$ cat src/rtl/ring_pkg.sv
package ring_pkg;
  typedef enum logic [2:0] {
    SEL_CTRL   = 3'd0,
    SEL_BASE   = 3'd1,
    SEL_SIZE   = 3'd2,
    SEL_DBELL  = 3'd3,
    SEL_OFFSET = 3'd4,
    SEL_DONE   = 3'd5,
    SEL_LEVEL  = 3'd6
  } reg_sel_e;

  localparam int SHIFT_NARROW = 5;
  localparam int SHIFT_WIDE   = 6;
  localparam int CTRL_EN_BIT   = 0;
  localparam int CTRL_WIDE_BIT = 1;
endpackage

$ cat src/rtl/ring_cfg_regs.sv
module ring_cfg_regs
  import ring_pkg::*;
#(
  parameter int DATA_W = 32,
  parameter int ADDR_W = 32,
  parameter int SIZE_W = 32,
  parameter int CNT_W  = 32
) (
  input  logic              clk,
  input  logic              rst,
  input  logic              we,
  input  reg_sel_e          sel,
  input  logic [DATA_W-1:0] wdata,
  output logic              ctrl_en,
  output logic              ctrl_wide,
  output logic [ADDR_W-1:0] base,
  output logic [SIZE_W-1:0] size,
  output logic [CNT_W-1:0]  level,
  output logic [CNT_W-1:0]  level_nxt,
  output logic              size_wr
);
  always_comb begin
    size_wr   = we && (sel == SEL_SIZE);
    level_nxt = (we && sel == SEL_LEVEL) ? CNT_W'(wdata) : level;
  end

  always_ff @(posedge clk) begin
    if (rst) begin
      ctrl_en   <= 1'b0;
      ctrl_wide <= 1'b0;
      base      <= '0;
      size      <= '0;
      level     <= '0;
    end else begin
      level <= level_nxt;
      if (we) begin
        case (sel)
          SEL_CTRL: begin
            ctrl_en   <= wdata[CTRL_EN_BIT];
            ctrl_wide <= wdata[CTRL_WIDE_BIT];
          end
          SEL_BASE: base <= ADDR_W'(wdata);
          SEL_SIZE: size <= SIZE_W'(wdata);
          default: ;
        endcase
      end
    end
  end
endmodule

$ cat src/rtl/ring_fetch_ctrl.sv
module ring_fetch_ctrl
  import ring_pkg::*;
#(
  parameter int DATA_W = 32,
  parameter int ADDR_W = 32,
  parameter int SIZE_W = 32,
  parameter int CNT_W  = 32
) (
  input  logic              clk,
  input  logic              rst,
  input  logic              en,
  input  logic              wide,
  input  logic [ADDR_W-1:0] base,
  input  logic [SIZE_W-1:0] size,
  input  logic              size_wr,
  input  logic              db_we,
  input  logic [DATA_W-1:0] db_val,
  input  logic              ack,
  output logic              req,
  output logic [ADDR_W-1:0] addr,
  output logic [CNT_W-1:0]  pending,
  output logic [SIZE_W-1:0] idx
);
  logic              can_issue;
  logic [CNT_W-1:0]  pend_nxt;
  logic [SIZE_W:0]   idx_inc;
  logic              at_end;
  logic [ADDR_W-1:0] slot_ofs;

  always_comb begin
    can_issue = !req && en && (pending != '0) && (size != '0);
    pend_nxt  = pending
              + (db_we ? CNT_W'(db_val) : '0)
              - (can_issue ? CNT_W'(1) : '0);
    idx_inc   = {1'b0, idx} + 1'b1;
    at_end    = idx_inc >= {1'b0, size};
    slot_ofs  = ADDR_W'(idx) << (wide ? SHIFT_WIDE : SHIFT_NARROW);
  end

  always_ff @(posedge clk) begin
    if (rst) begin
      req     <= 1'b0;
      addr    <= '0;
      pending <= '0;
      idx     <= '0;
    end else begin
      pending <= pend_nxt;
      if (req && ack) begin
        req <= 1'b0;
      end else if (can_issue) begin
        req  <= 1'b1;
        addr <= base + slot_ofs;
      end
      if (size_wr) begin
        idx <= '0;
      end else if (can_issue) begin
        idx <= at_end ? '0 : idx_inc[SIZE_W-1:0];
      end
    end
  end
endmodule

$ cat src/rtl/ring_done_cnt.sv
module ring_done_cnt #(
  parameter int DATA_W = 32,
  parameter int CNT_W  = 32
) (
  input  logic              clk,
  input  logic              rst,
  input  logic              accept,
  input  logic              sub_we,
  input  logic [DATA_W-1:0] sub_val,
  input  logic [CNT_W-1:0]  level_nxt,
  output logic [CNT_W-1:0]  done,
  output logic              irq
);
  logic [CNT_W-1:0] done_nxt;

  always_comb begin
    done_nxt = done
             + (accept ? CNT_W'(1) : '0)
             - (sub_we ? CNT_W'(sub_val) : '0);
  end

  always_ff @(posedge clk) begin
    if (rst) begin
      done <= '0;
      irq  <= 1'b0;
    end else begin
      done <= done_nxt;
      irq  <= done_nxt > level_nxt;
    end
  end
endmodule

$ cat src/rtl/ring_dbell_ctrl.sv
module ring_dbell_ctrl
  import ring_pkg::*;
#(
  parameter int DATA_W = 32,
  parameter int ADDR_W = 32,
  parameter int SIZE_W = 32,
  parameter int CNT_W  = 32
) (
  input  logic              clk,
  input  logic              rst,
  input  logic              cfg_wr,
  input  logic              cfg_rd,
  input  logic [2:0]        cfg_addr,
  input  logic [DATA_W-1:0] cfg_wdata,
  output logic [DATA_W-1:0] cfg_rdata,
  output logic              fetch_req,
  output logic [ADDR_W-1:0] fetch_addr,
  input  logic              fetch_ack,
  output logic              ring_irq
);
  localparam int OFS_W = SIZE_W + SHIFT_WIDE;

  reg_sel_e          sel;
  logic              ctrl_en;
  logic              ctrl_wide;
  logic [ADDR_W-1:0] base;
  logic [SIZE_W-1:0] size;
  logic [CNT_W-1:0]  level;
  logic [CNT_W-1:0]  level_nxt;
  logic              size_wr;
  logic              db_we;
  logic              done_we;
  logic              accept;
  logic [CNT_W-1:0]  pending;
  logic [SIZE_W-1:0] idx;
  logic [CNT_W-1:0]  done;
  logic [OFS_W-1:0]  byte_ofs;

  always_comb begin
    sel      = reg_sel_e'(cfg_addr);
    db_we    = cfg_wr && (sel == SEL_DBELL);
    done_we  = cfg_wr && (sel == SEL_DONE);
    accept   = fetch_req && fetch_ack;
    byte_ofs = {idx, {SHIFT_WIDE{1'b0}}} >> (ctrl_wide ? 0 : 1);
  end

  ring_cfg_regs #(
    .DATA_W(DATA_W), .ADDR_W(ADDR_W), .SIZE_W(SIZE_W), .CNT_W(CNT_W)
  ) u_cfg (
    .clk(clk), .rst(rst), .we(cfg_wr), .sel(sel), .wdata(cfg_wdata),
    .ctrl_en(ctrl_en), .ctrl_wide(ctrl_wide), .base(base), .size(size),
    .level(level), .level_nxt(level_nxt), .size_wr(size_wr)
  );

  ring_fetch_ctrl #(
    .DATA_W(DATA_W), .ADDR_W(ADDR_W), .SIZE_W(SIZE_W), .CNT_W(CNT_W)
  ) u_fetch (
    .clk(clk), .rst(rst), .en(ctrl_en), .wide(ctrl_wide), .base(base),
    .size(size), .size_wr(size_wr), .db_we(db_we), .db_val(cfg_wdata),
    .ack(fetch_ack), .req(fetch_req), .addr(fetch_addr),
    .pending(pending), .idx(idx)
  );

  ring_done_cnt #(
    .DATA_W(DATA_W), .CNT_W(CNT_W)
  ) u_done (
    .clk(clk), .rst(rst), .accept(accept), .sub_we(done_we),
    .sub_val(cfg_wdata), .level_nxt(level_nxt), .done(done), .irq(ring_irq)
  );

  always_ff @(posedge clk) begin
    if (rst) begin
      cfg_rdata <= '0;
    end else if (cfg_rd) begin
      case (sel)
        SEL_CTRL:   cfg_rdata <= DATA_W'({ctrl_wide, ctrl_en});
        SEL_BASE:   cfg_rdata <= DATA_W'(base);
        SEL_SIZE:   cfg_rdata <= DATA_W'(size);
        SEL_DBELL:  cfg_rdata <= DATA_W'(pending);
        SEL_OFFSET: cfg_rdata <= DATA_W'(byte_ofs);
        SEL_DONE:   cfg_rdata <= DATA_W'(done);
        SEL_LEVEL:  cfg_rdata <= DATA_W'(level);
        default:    cfg_rdata <= '0;
      endcase
    end
  end
endmodule

$ cat config.mk
export PLATFORM = sky130hd
export DESIGN_NAME = ring_dbell_ctrl
export DESIGN_NICKNAME = d
export VERILOG_FILES = /design/src/rtl/ring_pkg.sv /design/src/rtl/ring_cfg_regs.sv /design/src/rtl/ring_fetch_ctrl.sv /design/src/rtl/ring_done_cnt.sv /design/src/rtl/ring_dbell_ctrl.sv
export SDC_FILE = /design/constraint.sdc
export NUM_CORES = 1
export LEC_CHECK = 0
export ABC_AREA = 1
export BUFFER_PORTS_ARGS = -buffer_cell sky130_fd_sc_hd__buf_4
export CORE_UTILIZATION = 50
export CTS_BUF_LIST = sky130_fd_sc_hd__clkbuf_8 sky130_fd_sc_hd__clkbuf_16
export DETAILED_ROUTE_END_ITERATION = 10
export PLACE_DENSITY = 0.67
export SYNTH_ARGS = -nofsm -noshare
export SYNTH_HDL_FRONTEND = slang
export SYNTH_HIERARCHICAL = 1
export SYNTH_SLANG_ARGS = --single-unit
$ cat constraint.sdc
create_clock -name clk -period 10.08 [get_ports clk]
set_input_delay 1.512 -clock clk [delete_from_list [all_inputs] [get_ports clk]]
set_output_delay 1.512 -clock clk [all_outputs]
set_load 0.01 [all_outputs]
==> flow_results.xml, run 1 <==
<?xml version="1.0" encoding="UTF-8"?>
<metrics>
  <group name="status">
    <metric name="outcome" unit="">finished, final reports clean</metric>
  </group>
  <group name="place">
    <metric name="dp_hpwl" unit="um">61500</metric>
    <metric name="placed_area" unit="sq um">23500</metric>
    <metric name="place.gp.congestion" unit="">0.992</metric>
    <metric name="io_buffer_count" unit="">105</metric>
  </group>
  <group name="timing">
    <metric name="layout_worst_path_cycle_share" unit="">0.587</metric>
    <metric name="setup_total_negative_slack" unit="ps">0</metric>
    <metric name="worst_clock_skew" unit="ps">24.6</metric>
    <metric name="fin_hold_ws" unit="ps">465</metric>
    <metric name="report.final.setup_viol" unit="">0</metric>
    <metric name="worst_slew_slack_as_a_fraction_of_its_limit" unit="">0.227</metric>
    <metric name="rsz0062_at_grt" unit="">no</metric>
    <metric name="worst_pin_slew" unit="ps">1160</metric>
    <metric name="drv_slew" unit="">0</metric>
    <metric name="hold_violations" unit="">0</metric>
    <metric name="max_clock_freq" unit="GHz">0.169</metric>
    <metric name="final.min_clock_period" unit="ps">5910</metric>
  </group>
  <group name="floorplan">
    <metric name="die_h" unit="um">214</metric>
    <metric name="placementRows" unit="">77</metric>
    <metric name="die_w" unit="um">214</metric>
    <metric name="initial_utilization" unit="">0.508</metric>
    <metric name="fp.dieArea" unit="sq um">45900</metric>
    <metric name="io_pins" unit="">106</metric>
    <metric name="design.core.area" unit="sq um">44300</metric>
  </group>
  <group name="setup_path">
    <metric name="largest_fanout_on_the_critical_path" unit="">43</metric>
    <metric name="critPathRequiredTime" unit="ps">10580</metric>
    <metric name="critPathKind" unit="">primary input to register</metric>
    <metric name="timing.critical_path.slowest_cell_delay" unit="ps">430</metric>
    <metric name="timing.critical_path.mode_cell" unit="">sky130_fd_sc_hd__nand2_1</metric>
    <metric name="critPathCaptureType" unit="">register</metric>
    <metric name="cp-start-kind" unit="">primary input</metric>
    <metric name="cp.arrival" unit="ps">6410</metric>
    <metric name="critPathSlowestCell" unit="">sky130_fd_sc_hd__nand3_2</metric>
  </group>
  <group name="cts">
    <metric name="clk_transition_reported_paths" unit="ps">60</metric>
    <metric name="numClockSinks" unit="">260</metric>
    <metric name="clock_tree.htree_level_count" unit="">1</metric>
    <metric name="clock_insertion_delay_at_the_later_pin_of_the_skew_report" unit="ps">610</metric>
    <metric name="clock-root-buffer" unit="">sky130_fd_sc_hd__clkbuf_16</metric>
    <metric name="cts_tree" unit="">yes</metric>
    <metric name="post_cts.resized_instances" unit="">0</metric>
    <metric name="cts_inserted_buffers" unit="">31</metric>
    <metric name="cts_hold_buf" unit="">0</metric>
    <metric name="post-cts-setup-buffer-count" unit="">0</metric>
    <metric name="clock_path_buffers" unit="">3</metric>
  </group>
  <group name="power">
    <metric name="power.density_cell_area" unit="nW/um^2">244</metric>
    <metric name="finalPower" unit="W">0.00599</metric>
    <metric name="static-leakage-power" unit="nW">12.2</metric>
    <metric name="ir_drop" unit="mV">0.217</metric>
  </group>
  <group name="route">
    <metric name="drt_wl_total" unit="um">77000</metric>
    <metric name="postRouteAntennaNets" unit="">0</metric>
    <metric name="vias" unit="">23000</metric>
    <metric name="wl_per_cell" unit="um">17.5</metric>
    <metric name="drt-vias-per-instance" unit="">5.24</metric>
    <metric name="number_of_iterations_in_the_first_detailed_routing_pass" unit="">6</metric>
    <metric name="drtIter0Drc" unit="">2102</metric>
    <metric name="drc" unit="">0</metric>
  </group>
  <group name="yosys">
    <metric name="synth_top_area_cell" unit="">sky130_fd_sc_hd__dfxtp_1</metric>
    <metric name="synth.avg_cell_area" unit="sq um">6.02</metric>
    <metric name="synth_sequential_area_ratio" unit="">0.231</metric>
    <metric name="synth_area_leaders" unit="">sky130_fd_sc_hd__dfxtp_1, sky130_fd_sc_hd__nand2_1, sky130_fd_sc_hd__ha_1</metric>
    <metric name="netlist_area" unit="sq um">22500</metric>
    <metric name="synthCells" unit="">3744</metric>
    <metric name="yosysUniqueCellTypes" unit="">50</metric>
    <metric name="synth-warning-count" unit="">6</metric>
    <metric name="post-synth-top-area-fraction" unit="">0.231</metric>
    <metric name="synthesis.nets" unit="">4003</metric>
    <metric name="postSynthRegisterBits" unit="">260</metric>
  </group>
  <group name="grt">
    <metric name="groute.usage.overall" unit="">0.331</metric>
    <metric name="globalRouteMet1Util" unit="">0.433</metric>
    <metric name="grt_pass1_vias" unit="">21700</metric>
    <metric name="grt-ovfl-total" unit="">0</metric>
    <metric name="grt.met3_usage" unit="">0.0359</metric>
    <metric name="globalRoute.busiestLayer" unit="">met2</metric>
    <metric name="grt.met2_usage" unit="">0.547</metric>
    <metric name="initial_antenna_violation_count" unit="">2</metric>
    <metric name="grt_start_max_net_pins" unit="">86</metric>
    <metric name="wire_length_of_the_first_global_routing_pass" unit="um">120000</metric>
  </group>
  <group name="cells_and_area">
    <metric name="regArea" unit="sq um">5210</metric>
    <metric name="layout_net_count" unit="">4032</metric>
    <metric name="fillCellCount" unit="">4736</metric>
    <metric name="multi_input_comb_area" unit="sq um">14000</metric>
    <metric name="syn2layout_area_growth" unit="%">9.02</metric>
    <metric name="fin_area" unit="sq um">24600</metric>
    <metric name="drive_above_1_share" unit="">0.0840</metric>
    <metric name="antenna_cells" unit="">0</metric>
    <metric name="final_core_util" unit="">0.554</metric>
  </group>
  <group name="min_path">
    <metric name="holdCritPathClass" unit="">register to register</metric>
  </group>
  <group name="job">
    <metric name="timing.max_cap.violations" unit="">0</metric>
  </group>
</metrics>
layout by cell type, fill, tap and decap left out, types with 7 or more instances in the layout:
cell / n
sky130_fd_sc_hd__a21o_1: 7
sky130_fd_sc_hd__ha_1: 216
sky130_fd_sc_hd__buf_4: 119
sky130_fd_sc_hd__nand3b_1: 12
sky130_fd_sc_hd__o21bai_1: 9
sky130_fd_sc_hd__nand4_1: 83
sky130_fd_sc_hd__nor2_2: 9
sky130_fd_sc_hd__o21a_1: 7
sky130_fd_sc_hd__nor2_1: 624
sky130_fd_sc_hd__a21oi_1: 196
sky130_fd_sc_hd__nand3_2: 32
sky130_fd_sc_hd__inv_2: 22
sky130_fd_sc_hd__and2_1: 7
sky130_fd_sc_hd__o21ai_0: 130
sky130_fd_sc_hd__nand3_1: 195
sky130_fd_sc_hd__xnor2_1: 15
sky130_fd_sc_hd__dfxtp_1: 259
sky130_fd_sc_hd__inv_1: 694
sky130_fd_sc_hd__clkbuf_16: 31
sky130_fd_sc_hd__nor3_2: 7
sky130_fd_sc_hd__nor2_4: 10
sky130_fd_sc_hd__nor3_1: 31
sky130_fd_sc_hd__nand2_2: 20
sky130_fd_sc_hd__clkbuf_8: 7
sky130_fd_sc_hd__xor2_1: 43
sky130_fd_sc_hd__nand2_1: 930
sky130_fd_sc_hd__a21oi_2: 30
state kept, by name, indices dropped and copies added (netlist names), 32 cells and up:
signal,flops
u_fetch/pending,32
u_fetch/idx,32
u_cfg/size,32
u_cfg/level,32
cfg_rdata,32
u_done/done,32
u_cfg/base,32
u_fetch/addr,32
metal layers:
| layer | wire, um | up-vias |
|---|---|---|
| met5 | 27 | - |
| met2 | 34700 | 806 |
| met1 | 33300 | 10400 |
| met3 | 5310 | 174 |
| li1 | - | 11600 |
| met4 | 3680 | 4 |
through the flow:
stage / worst slack [ps] / std cells
finish: 4170 / 4390
global route: 3860 / 4390
CTS: 4240 / 4390
detailed placement: 3610 / 4332
global placement: 3720 / 4332
floorplan: 5030 / 3744
layout make-up:
class / count / area share
multi-input combinational: 2652 / 0.571
sequential: 260 / 0.212
inverter: 709 / 0.109
timing repair buffer: 119 / 0.0364
clock buffer: 38 / 0.0355
tap: 592 / 0.0302
clock inverter: 20 / 0.00576
cells in the mapped netlist (all sizes together):
cell / instances
fa: 3
and2: 7
xnor2: 15
nor4: 3
a31oi: 2
a21boi: 2
nor3: 39
buf: 79
nand3b: 12
clkbuf: 44
nand2: 951
nor2: 644
nand4: 83
o211ai: 5
a211oi: 1
a31o: 1
nand3: 232
a311oi: 1
dfxtp: 260
or2: 1
o21bai: 9
inv: 709
a21oi: 226
o21ai: 135
a21o: 7
o21a: 7
o31ai: 1
xor2: 48
ha: 216
conb: 1
path summary, 6_finish.rpt:
kind,startpoint,end,slack [ps],cells past startpoint
worst max-delay path,cfg_addr[1],u_done/irq,4170,30
worst min-delay path,cfg_rdata[24],cfg_rdata[24],460,2
worst max register to register,u_fetch/idx[0],u_fetch/idx[31],5770,22
worst min register to register,cfg_rdata[24],cfg_rdata[24],460,2
worst max-delay path, delay by kind of cell:
kind | cells | cell delay (ps)
compound gates | 1 | 40
fa+ha+maj | 4 | 1000
buf+inv | 8 | 1370
simple gates | 17 | 2470
where the power goes:
part	total [W]	switching [W]	internal (W)	leakage (nW)
clock	0.00112	0.000482	0.000637	0.521
combinational	0.00353	0.00232	0.00121	9.55
sequential	0.00134	0.000168	0.00117	2.12
total	0.00599	0.00297	0.00302	12.2
cells by family (layout without fill, tap and decap cells):
group	count (synthesis)	after routing	synth area share
and+or+nand+nor	1972	1972	0.374
buffers and inverters	832	886	0.147
AOI/OAI and AO/OA	397	397	0.0983
DFF	260	260	0.231
adders and majority gates	219	219	0.123
xor gates and xnor gates	63	63	0.0262
other	1	1	0.000166
Power figures use the tool's default switching activity.
==> run 2, diff against run 1 <==
ABC_AREA = 0   (was 1)
PLACE_DENSITY = 0.7   (was 0.67)
clock period = 5.19 ns   (was 10.08 ns; I/O delays follow)
==> flow_results.xml, run 2 <==
<?xml version="1.0" encoding="UTF-8"?>
<metrics>
  <group name="status">
    <metric name="outcome" unit="">finished, final reports clean</metric>
  </group>
  <group name="cells_and_area">
    <metric name="multi_input_comb_area" unit="sq um">13400</metric>
    <metric name="antenna_cells" unit="">0</metric>
    <metric name="layout_net_count" unit="">2721</metric>
    <metric name="most_frequent_cells_in_the_layout" unit="">sky130_fd_sc_hd__dfxtp_1, sky130_fd_sc_hd__buf_4, sky130_fd_sc_hd__ha_1, sky130_fd_sc_hd__inv_1, sky130_fd_sc_hd__mux2i_1</metric>
    <metric name="syn2layout_area_growth" unit="%">13.7</metric>
    <metric name="final_common_cell" unit="">sky130_fd_sc_hd__dfxtp_1</metric>
    <metric name="drive_above_1_share" unit="">0.153</metric>
    <metric name="regArea" unit="sq um">5210</metric>
    <metric name="stdcell_count" unit="">2999</metric>
    <metric name="fillCellCount" unit="">3534</metric>
  </group>
  <group name="floorplan">
    <metric name="die_w" unit="um">202</metric>
    <metric name="placementRows" unit="">72</metric>
    <metric name="die_h" unit="um">202</metric>
    <metric name="initial_utilization" unit="">0.512</metric>
    <metric name="fp.dieArea" unit="sq um">40900</metric>
    <metric name="design.core.area" unit="sq um">39100</metric>
    <metric name="io_pins" unit="">106</metric>
  </group>
  <group name="cts">
    <metric name="clock_tree.htree_level_count" unit="">1</metric>
    <metric name="clk_transition_reported_paths" unit="ps">60</metric>
    <metric name="clock_insertion_delay_at_the_later_pin_of_the_skew_report" unit="ps">580</metric>
    <metric name="clock_path_buffers" unit="">3</metric>
    <metric name="clock-root-buffer" unit="">sky130_fd_sc_hd__clkbuf_16</metric>
    <metric name="cts_tree" unit="">yes</metric>
    <metric name="cts_inserted_buffers" unit="">30</metric>
    <metric name="post-cts-setup-buffer-count" unit="">0</metric>
    <metric name="post_cts.resized_instances" unit="">0</metric>
    <metric name="cts_hold_buf" unit="">0</metric>
    <metric name="numClockSinks" unit="">260</metric>
  </group>
  <group name="yosys">
    <metric name="synth.avg_cell_area" unit="sq um">8.59</metric>
    <metric name="ys_async_sr_fraction" unit="">0</metric>
    <metric name="synthCells" unit="">2331</metric>
    <metric name="postSynthRegisterBits" unit="">260</metric>
    <metric name="yosysMostFrequentCell" unit="">sky130_fd_sc_hd__dfxtp_1</metric>
    <metric name="synthesis.nets" unit="">2590</metric>
    <metric name="synth_area_leaders" unit="">sky130_fd_sc_hd__dfxtp_1, sky130_fd_sc_hd__ha_1, sky130_fd_sc_hd__mux2i_1</metric>
    <metric name="synth-edff-count" unit="">0</metric>
    <metric name="netlist_area" unit="sq um">20000</metric>
    <metric name="post-synth-top-area-fraction" unit="">0.260</metric>
    <metric name="synthFlopType" unit="">sky130_fd_sc_hd__dfxtp_1</metric>
    <metric name="synth_top_area_cell" unit="">sky130_fd_sc_hd__dfxtp_1</metric>
    <metric name="yosysUniqueCellTypes" unit="">98</metric>
    <metric name="ys_top_cells_by_count" unit="">sky130_fd_sc_hd__dfxtp_1, sky130_fd_sc_hd__ha_1, sky130_fd_sc_hd__inv_1, sky130_fd_sc_hd__mux2i_1, sky130_fd_sc_hd__nand2_1</metric>
    <metric name="synth_sequential_area_ratio" unit="">0.260</metric>
    <metric name="synth-warning-count" unit="">6</metric>
  </group>
  <group name="power">
    <metric name="static-leakage-power" unit="nW">10.3</metric>
    <metric name="sw_frac_of_total" unit="">0.416</metric>
    <metric name="cell_internal_pwr" unit="W">0.00692</metric>
    <metric name="ir_drop" unit="mV">0.299</metric>
    <metric name="power.clock.fraction" unit="">0.190</metric>
    <metric name="p_sw" unit="W">0.00493</metric>
    <metric name="power.share.combinational" unit="">0.591</metric>
    <metric name="power.density_cell_area" unit="nW/um^2">520</metric>
    <metric name="finalPower" unit="W">0.0118</metric>
    <metric name="seqPwrFrac" unit="">0.219</metric>
  </group>
  <group name="place">
    <metric name="pre_cts_ws" unit="ps">-176</metric>
    <metric name="place.gp.congestion" unit="">0.940</metric>
    <metric name="dp_hpwl" unit="um">48000</metric>
    <metric name="post-place-cells" unit="">2948</metric>
    <metric name="io_buffer_count" unit="">105</metric>
  </group>
  <group name="timing">
    <metric name="hold_violations" unit="">0</metric>
    <metric name="worst_slew_slack_as_a_fraction_of_its_limit" unit="">0.255</metric>
    <metric name="layout_worst_path_cycle_share" unit="">0.936</metric>
    <metric name="rsz0062_at_grt" unit="">no</metric>
    <metric name="worst_clock_skew" unit="ps">17.7</metric>
    <metric name="drv_slew" unit="">0</metric>
    <metric name="worst_pin_slew" unit="ps">1110</metric>
    <metric name="report.final.setup_viol" unit="">0</metric>
    <metric name="max_clock_freq" unit="GHz">0.206</metric>
    <metric name="fin_ws" unit="ps">334</metric>
    <metric name="final.min_clock_period" unit="ps">4860</metric>
  </group>
  <group name="grt">
    <metric name="grt_pass1_vias" unit="">17100</metric>
    <metric name="groute.usage.overall" unit="">0.297</metric>
    <metric name="wire_length_of_the_first_global_routing_pass" unit="um">95800</metric>
    <metric name="grt-ovfl-total" unit="">0</metric>
    <metric name="grt_start_max_net_pins" unit="">128</metric>
    <metric name="initial_antenna_violation_count" unit="">1</metric>
  </group>
  <group name="min_path">
    <metric name="whs_endpoint" unit="">cfg_rdata[30]</metric>
    <metric name="hp-start" unit="">cfg_rdata[30]</metric>
    <metric name="holdCritPathClass" unit="">register to register</metric>
    <metric name="whs_path_depth" unit="">2</metric>
  </group>
  <group name="setup_path">
    <metric name="r2r_setup_slack" unit="ps">330</metric>
    <metric name="critPathRequiredTime" unit="ps">5610</metric>
    <metric name="reg2reg_from" unit="">u_fetch/pending[28]</metric>
    <metric name="rr_endpoint" unit="">u_fetch/pending[30]</metric>
    <metric name="cp.arrival" unit="ps">5270</metric>
    <metric name="critPathCaptureType" unit="">register</metric>
    <metric name="worst_r2r_path_depth" unit="">19</metric>
    <metric name="cp-start-kind" unit="">register</metric>
    <metric name="largest_fanout_on_the_critical_path" unit="">5</metric>
    <metric name="critPathKind" unit="">register to register</metric>
  </group>
  <group name="route">
    <metric name="number_of_iterations_in_the_first_detailed_routing_pass" unit="">5</metric>
    <metric name="wl_per_cell" unit="um">20.6</metric>
    <metric name="drt_wl_total" unit="um">61800</metric>
    <metric name="vias" unit="">17800</metric>
    <metric name="postRouteAntennaNets" unit="">0</metric>
    <metric name="drtIter0Drc" unit="">1463</metric>
    <metric name="drc" unit="">0</metric>
    <metric name="drt-vias-per-instance" unit="">5.93</metric>
  </group>
  <group name="job">
    <metric name="timing.max_cap.violations" unit="">0</metric>
  </group>
</metrics>
## run 2: cell types whose count changed in the layout (fill, tap and decap cells not counted), moves of 44 or more
cell	previous run	this run
sky130_fd_sc_hd__nand2_1	930	150
sky130_fd_sc_hd__inv_1	694	204
sky130_fd_sc_hd__nor2_1	624	136
sky130_fd_sc_hd__mux2i_1	0	181
sky130_fd_sc_hd__nand3_1	195	51
sky130_fd_sc_hd__nand2b_1	0	141
sky130_fd_sc_hd__buf_4	119	218
sky130_fd_sc_hd__a21oi_1	196	111
sky130_fd_sc_hd__xnor2_1	15	68
sky130_fd_sc_hd__a21o_1	7	59
sky130_fd_sc_hd__nand4_1	83	34
sky130_fd_sc_hd__o21ai_0	130	84
sky130_fd_sc_hd__mux2_2	0	44
## run 2: power groups by stage
stage / Combinational [W] / Sequential [W] / Clock, W
floorplan: 0.00479 / 0.00242 / 0
global placement: 0.00676 / 0.00261 / 0
detailed placement: 0.00684 / 0.00261 / 0
CTS: 0.00690 / 0.00257 / 0.00228
global route: 0.00773 / 0.00260 / 0.00236
finish: 0.00701 / 0.00260 / 0.00225
## run 2: routing by layer
layer  share of wire  wire length [um]  up-vias  track usage
li1                -                 -     8556            -
met1            0.46             28200     8469        0.419
met2            0.43             26800      667        0.466
met3           0.073              4520      104       0.0313
met4           0.037              2290        0        0.110
met5               0                 0        -            0
## run 2: layout make-up
type,instances,share of cell area
Tap cell,518,0.0285
Clock inverter,12,0.00687
Sequential cell,260,0.229
Clock buffer,39,0.0389
Multi-Input combinational cell,1747,0.590
Inverter,202,0.0333
Timing Repair Buffer,221,0.0741
## run 2: metrics by stage
step                cell area, sq um  setup TNS (ps)  hold slack, ps  utilization
floorplan                      20000               0             460            -
global placement               21700            -167             442        0.556
detailed placement             21700            -176             445        0.556
CTS                            22800               0             453        0.582
global route                   22800               0             475        0.582
finish                         22800               0             450        0.582
## run 2: logic make-up (layout without fill, tap and decap cells)
family	after synthesis	count (layout)	synth area share
compound gates	502	502	0.176
xor+xnor	101	101	0.0442
flops	260	260	0.260
simple gates	665	665	0.172
other cells	1	1	0.000187
mux	259	259	0.140
fa+ha+maj	219	219	0.138
buf+inv	324	474	0.0706
## run 2: worst max-delay path, stage by stage (launching register included)
cell	delay, ps
sky130_fd_sc_hd__dfxtp_1	360
sky130_fd_sc_hd__nor4_1	520
sky130_fd_sc_hd__nand4_1	330
sky130_fd_sc_hd__nor2_1	290
sky130_fd_sc_hd__nor4b_2	120
sky130_fd_sc_hd__ha_1	310
sky130_fd_sc_hd__inv_1	60
sky130_fd_sc_hd__ha_1	180
sky130_fd_sc_hd__inv_1	70
sky130_fd_sc_hd__fa_1	440
sky130_fd_sc_hd__nor2b_1	160
sky130_fd_sc_hd__o31a_1	180
sky130_fd_sc_hd__o2111ai_1	180
sky130_fd_sc_hd__nand3_1	160
sky130_fd_sc_hd__a41o_1	250
sky130_fd_sc_hd__a32oi_2	220
sky130_fd_sc_hd__o41ai_1	510
sky130_fd_sc_hd__buf_4	190
sky130_fd_sc_hd__xnor2_1	110
sky130_fd_sc_hd__nor2_1	50
## run 2: how the worst max path moves through the flow
stage / start / end / slack, ps / cells after the start
after detailed placement: cfg_addr[0] / u_done/irq / -180 / 22
after CTS: cfg_addr[0] / u_done/irq / 390 / 22
final: u_fetch/pending[28] / u_fetch/pending[30] / 330 / 19
after global placement: cfg_addr[0] / u_done/irq / -170 / 22
after floorplan: cfg_addr[2] / u_done/irq / 4 / 21
after global routing: cfg_addr[1] / u_done/irq / 40 / 23
==> run 3, diff against run 2 <==
RECOVER_POWER = 100   (was not set)
==> flow_results.xml, run 3 (synthesis results as in run 2) <==
<?xml version="1.0" encoding="UTF-8"?>
<metrics>
  <group name="cts">
    <metric name="cts_inserted_buffers" unit="">30</metric>
    <metric name="clock_path_buffers" unit="">3</metric>
    <metric name="post_cts.resized_instances" unit="">0</metric>
    <metric name="clock_tree.htree_level_count" unit="">1</metric>
    <metric name="clock-root-buffer" unit="">sky130_fd_sc_hd__clkbuf_16</metric>
    <metric name="clk_transition_reported_paths" unit="ps">60</metric>
    <metric name="cts_hold_buf" unit="">0</metric>
    <metric name="post-cts-setup-buffer-count" unit="">0</metric>
    <metric name="clock_insertion_delay_at_the_later_pin_of_the_skew_report" unit="ps">570</metric>
    <metric name="cts_tree" unit="">yes</metric>
    <metric name="numClockSinks" unit="">260</metric>
  </group>
  <group name="route">
    <metric name="drtIter0Drc" unit="">1518</metric>
    <metric name="route.layer.met1.wl" unit="um">28100</metric>
    <metric name="topRoutingLayerUsed" unit="">met4</metric>
    <metric name="met3_routed_wirelength" unit="um">4440</metric>
    <metric name="vias" unit="">17800</metric>
    <metric name="wl_per_cell" unit="um">20.5</metric>
    <metric name="drt_wl_total" unit="um">61500</metric>
    <metric name="postRouteAntennaNets" unit="">0</metric>
    <metric name="number_of_iterations_in_the_first_detailed_routing_pass" unit="">5</metric>
    <metric name="met2_length" unit="um">26500</metric>
    <metric name="drt-vias-per-instance" unit="">5.93</metric>
    <metric name="drc" unit="">0</metric>
  </group>
  <group name="cells_and_area">
    <metric name="drive_above_1_share" unit="">0.117</metric>
    <metric name="antenna_cells" unit="">0</metric>
    <metric name="fillCellCount" unit="">3637</metric>
    <metric name="syn2layout_area_growth" unit="%">12.0</metric>
    <metric name="fin_area" unit="sq um">22400</metric>
    <metric name="stdcell_count" unit="">2999</metric>
    <metric name="final_common_cell" unit="">sky130_fd_sc_hd__dfxtp_1</metric>
    <metric name="layout_net_count" unit="">2721</metric>
    <metric name="final_core_util" unit="">0.574</metric>
    <metric name="most_frequent_cells_in_the_layout" unit="">sky130_fd_sc_hd__dfxtp_1, sky130_fd_sc_hd__ha_1, sky130_fd_sc_hd__inv_1, sky130_fd_sc_hd__mux2i_1, sky130_fd_sc_hd__nand2_1</metric>
  </group>
  <group name="floorplan">
    <metric name="die_h" unit="um">202</metric>
    <metric name="fp.dieArea" unit="sq um">40900</metric>
    <metric name="initial_utilization" unit="">0.512</metric>
    <metric name="design.core.area" unit="sq um">39100</metric>
    <metric name="placementRows" unit="">72</metric>
    <metric name="io_pins" unit="">106</metric>
    <metric name="die_w" unit="um">202</metric>
  </group>
  <group name="power">
    <metric name="sw_frac_of_total" unit="">0.418</metric>
    <metric name="power.clock.fraction" unit="">0.192</metric>
    <metric name="power.share.combinational" unit="">0.588</metric>
    <metric name="cell_internal_pwr" unit="W">0.00684</metric>
    <metric name="static-leakage-power" unit="nW">9.97</metric>
    <metric name="p_sw" unit="W">0.00491</metric>
    <metric name="seqPwrFrac" unit="">0.221</metric>
    <metric name="power.density_cell_area" unit="nW/um^2">524</metric>
    <metric name="ir_drop" unit="mV">0.301</metric>
  </group>
  <group name="grt">
    <metric name="grt-ovfl-total" unit="">0</metric>
    <metric name="wire_length_of_the_first_global_routing_pass" unit="um">95800</metric>
    <metric name="grt_pass1_vias" unit="">17100</metric>
    <metric name="groute.usage.overall" unit="">0.297</metric>
    <metric name="grt_start_max_net_pins" unit="">128</metric>
    <metric name="initial_antenna_violation_count" unit="">1</metric>
  </group>
  <group name="timing">
    <metric name="worst_slew_slack_as_a_fraction_of_its_limit" unit="">-0.737</metric>
    <metric name="fin_ws" unit="ps">192</metric>
    <metric name="max_clock_freq" unit="GHz">0.200</metric>
    <metric name="report.final.setup_viol" unit="">0</metric>
    <metric name="worst_clock_skew" unit="ps">13.8</metric>
    <metric name="worst_pin_slew" unit="ps">2610</metric>
    <metric name="fin_hold_ws" unit="ps">453</metric>
    <metric name="drv_slew" unit="">144</metric>
    <metric name="rsz0062_at_grt" unit="">no</metric>
    <metric name="hold_violations" unit="">0</metric>
    <metric name="final.min_clock_period" unit="ps">5000</metric>
    <metric name="layout_worst_path_cycle_share" unit="">0.963</metric>
  </group>
  <group name="place">
    <metric name="post-place-cells" unit="">2948</metric>
    <metric name="placed_area" unit="sq um">21700</metric>
    <metric name="pre_cts_ws" unit="ps">-176</metric>
    <metric name="dp_hpwl" unit="um">48000</metric>
    <metric name="io_buffer_count" unit="">105</metric>
    <metric name="place.gp.congestion" unit="">0.940</metric>
  </group>
  <group name="status">
    <metric name="outcome" unit="">finished with violations</metric>
    <metric name="violations" unit="">capacitance limit, slew limit</metric>
  </group>
  <group name="min_path">
    <metric name="holdCritPathClass" unit="">register to register</metric>
  </group>
  <group name="setup_path">
    <metric name="critPathKind" unit="">primary input to register</metric>
    <metric name="cp.arrival" unit="ps">5410</metric>
    <metric name="critPathCaptureType" unit="">register</metric>
    <metric name="cp-start-kind" unit="">primary input</metric>
    <metric name="critPathRequiredTime" unit="ps">5600</metric>
    <metric name="largest_fanout_on_the_critical_path" unit="">37</metric>
  </group>
  <group name="job">
    <metric name="timing.max_cap.violations" unit="">5</metric>
  </group>
</metrics>
[run 3: critical path: stages]
cell,delay [ps]
sky130_fd_sc_hd__clkbuf_4,100
sky130_fd_sc_hd__clkbuf_1,160
sky130_fd_sc_hd__clkbuf_1,1470
sky130_fd_sc_hd__nand4b_1,540
sky130_fd_sc_hd__buf_4,290
sky130_fd_sc_hd__mux2_2,380
sky130_fd_sc_hd__inv_1,70
sky130_fd_sc_hd__ha_1,240
sky130_fd_sc_hd__nor2b_1,140
sky130_fd_sc_hd__o21a_1,150
sky130_fd_sc_hd__o21ai_0,490
sky130_fd_sc_hd__a21oi_1,170
sky130_fd_sc_hd__buf_4,160
sky130_fd_sc_hd__o21ai_0,160
sky130_fd_sc_hd__a211oi_1,90
[run 3: final timing paths]
kind / end / slack (ps) / startpoint / depth (start not counted)
max: u_done/irq / 190 / cfg_addr[0] / 15
min reg2reg: cfg_rdata[30] / 450 / cfg_rdata[30] / 2
min: cfg_rdata[30] / 450 / cfg_rdata[30] / 2
max reg2reg: u_fetch/idx[24] / 360 / u_fetch/pending[0] / 10
[run 3: cell type report]
| type | instances | area, sq um | share of cell area |
|---|---|---|---|
| Inverter | 202 | 758 | 0.0338 |
| Clock inverter | 12 | 156 | 0.00697 |
| Tap cell | 518 | 648 | 0.0289 |
| Clock buffer | 39 | 886 | 0.0395 |
| Sequential cell | 260 | 5200 | 0.232 |
| Multi-Input combinational cell | 1747 | 13400 | 0.597 |
| Timing Repair Buffer | 221 | 1380 | 0.0617 |
[run 3: through the flow]
step / setup TNS (ps) / power [W]
after floorplan: 0 / 0.00722
after global placement: -167 / 0.00936
after detailed placement: -176 / 0.00945
after CTS: 0 / 0.0117
after global routing: 0 / 0.0126
final: 0 / 0.0118
[run 3: power by group through the flow]
| stage | sequential [W] | clock, W | combinational (W) |
|---|---|---|---|
| 6_report | 0.00260 | 0.00225 | 0.00691 |
| 5_1_grt | 0.00260 | 0.00236 | 0.00764 |
| 4_1_cts | 0.00257 | 0.00228 | 0.00690 |
| 3_5_place_dp | 0.00261 | 0 | 0.00684 |
| 3_3_place_gp | 0.00261 | 0 | 0.00676 |
| 2_1_floorplan | 0.00242 | 0 | 0.00479 |
[run 3: layer usage]
| layer | up-vias | global-route usage |
|---|---|---|
| li1 | 8554 | - |
| met1 | 8463 | 0.419 |
| met2 | 659 | 0.466 |
| met3 | 123 | 0.0313 |
| met4 | 0 | 0.110 |
| met5 | - | 0 |
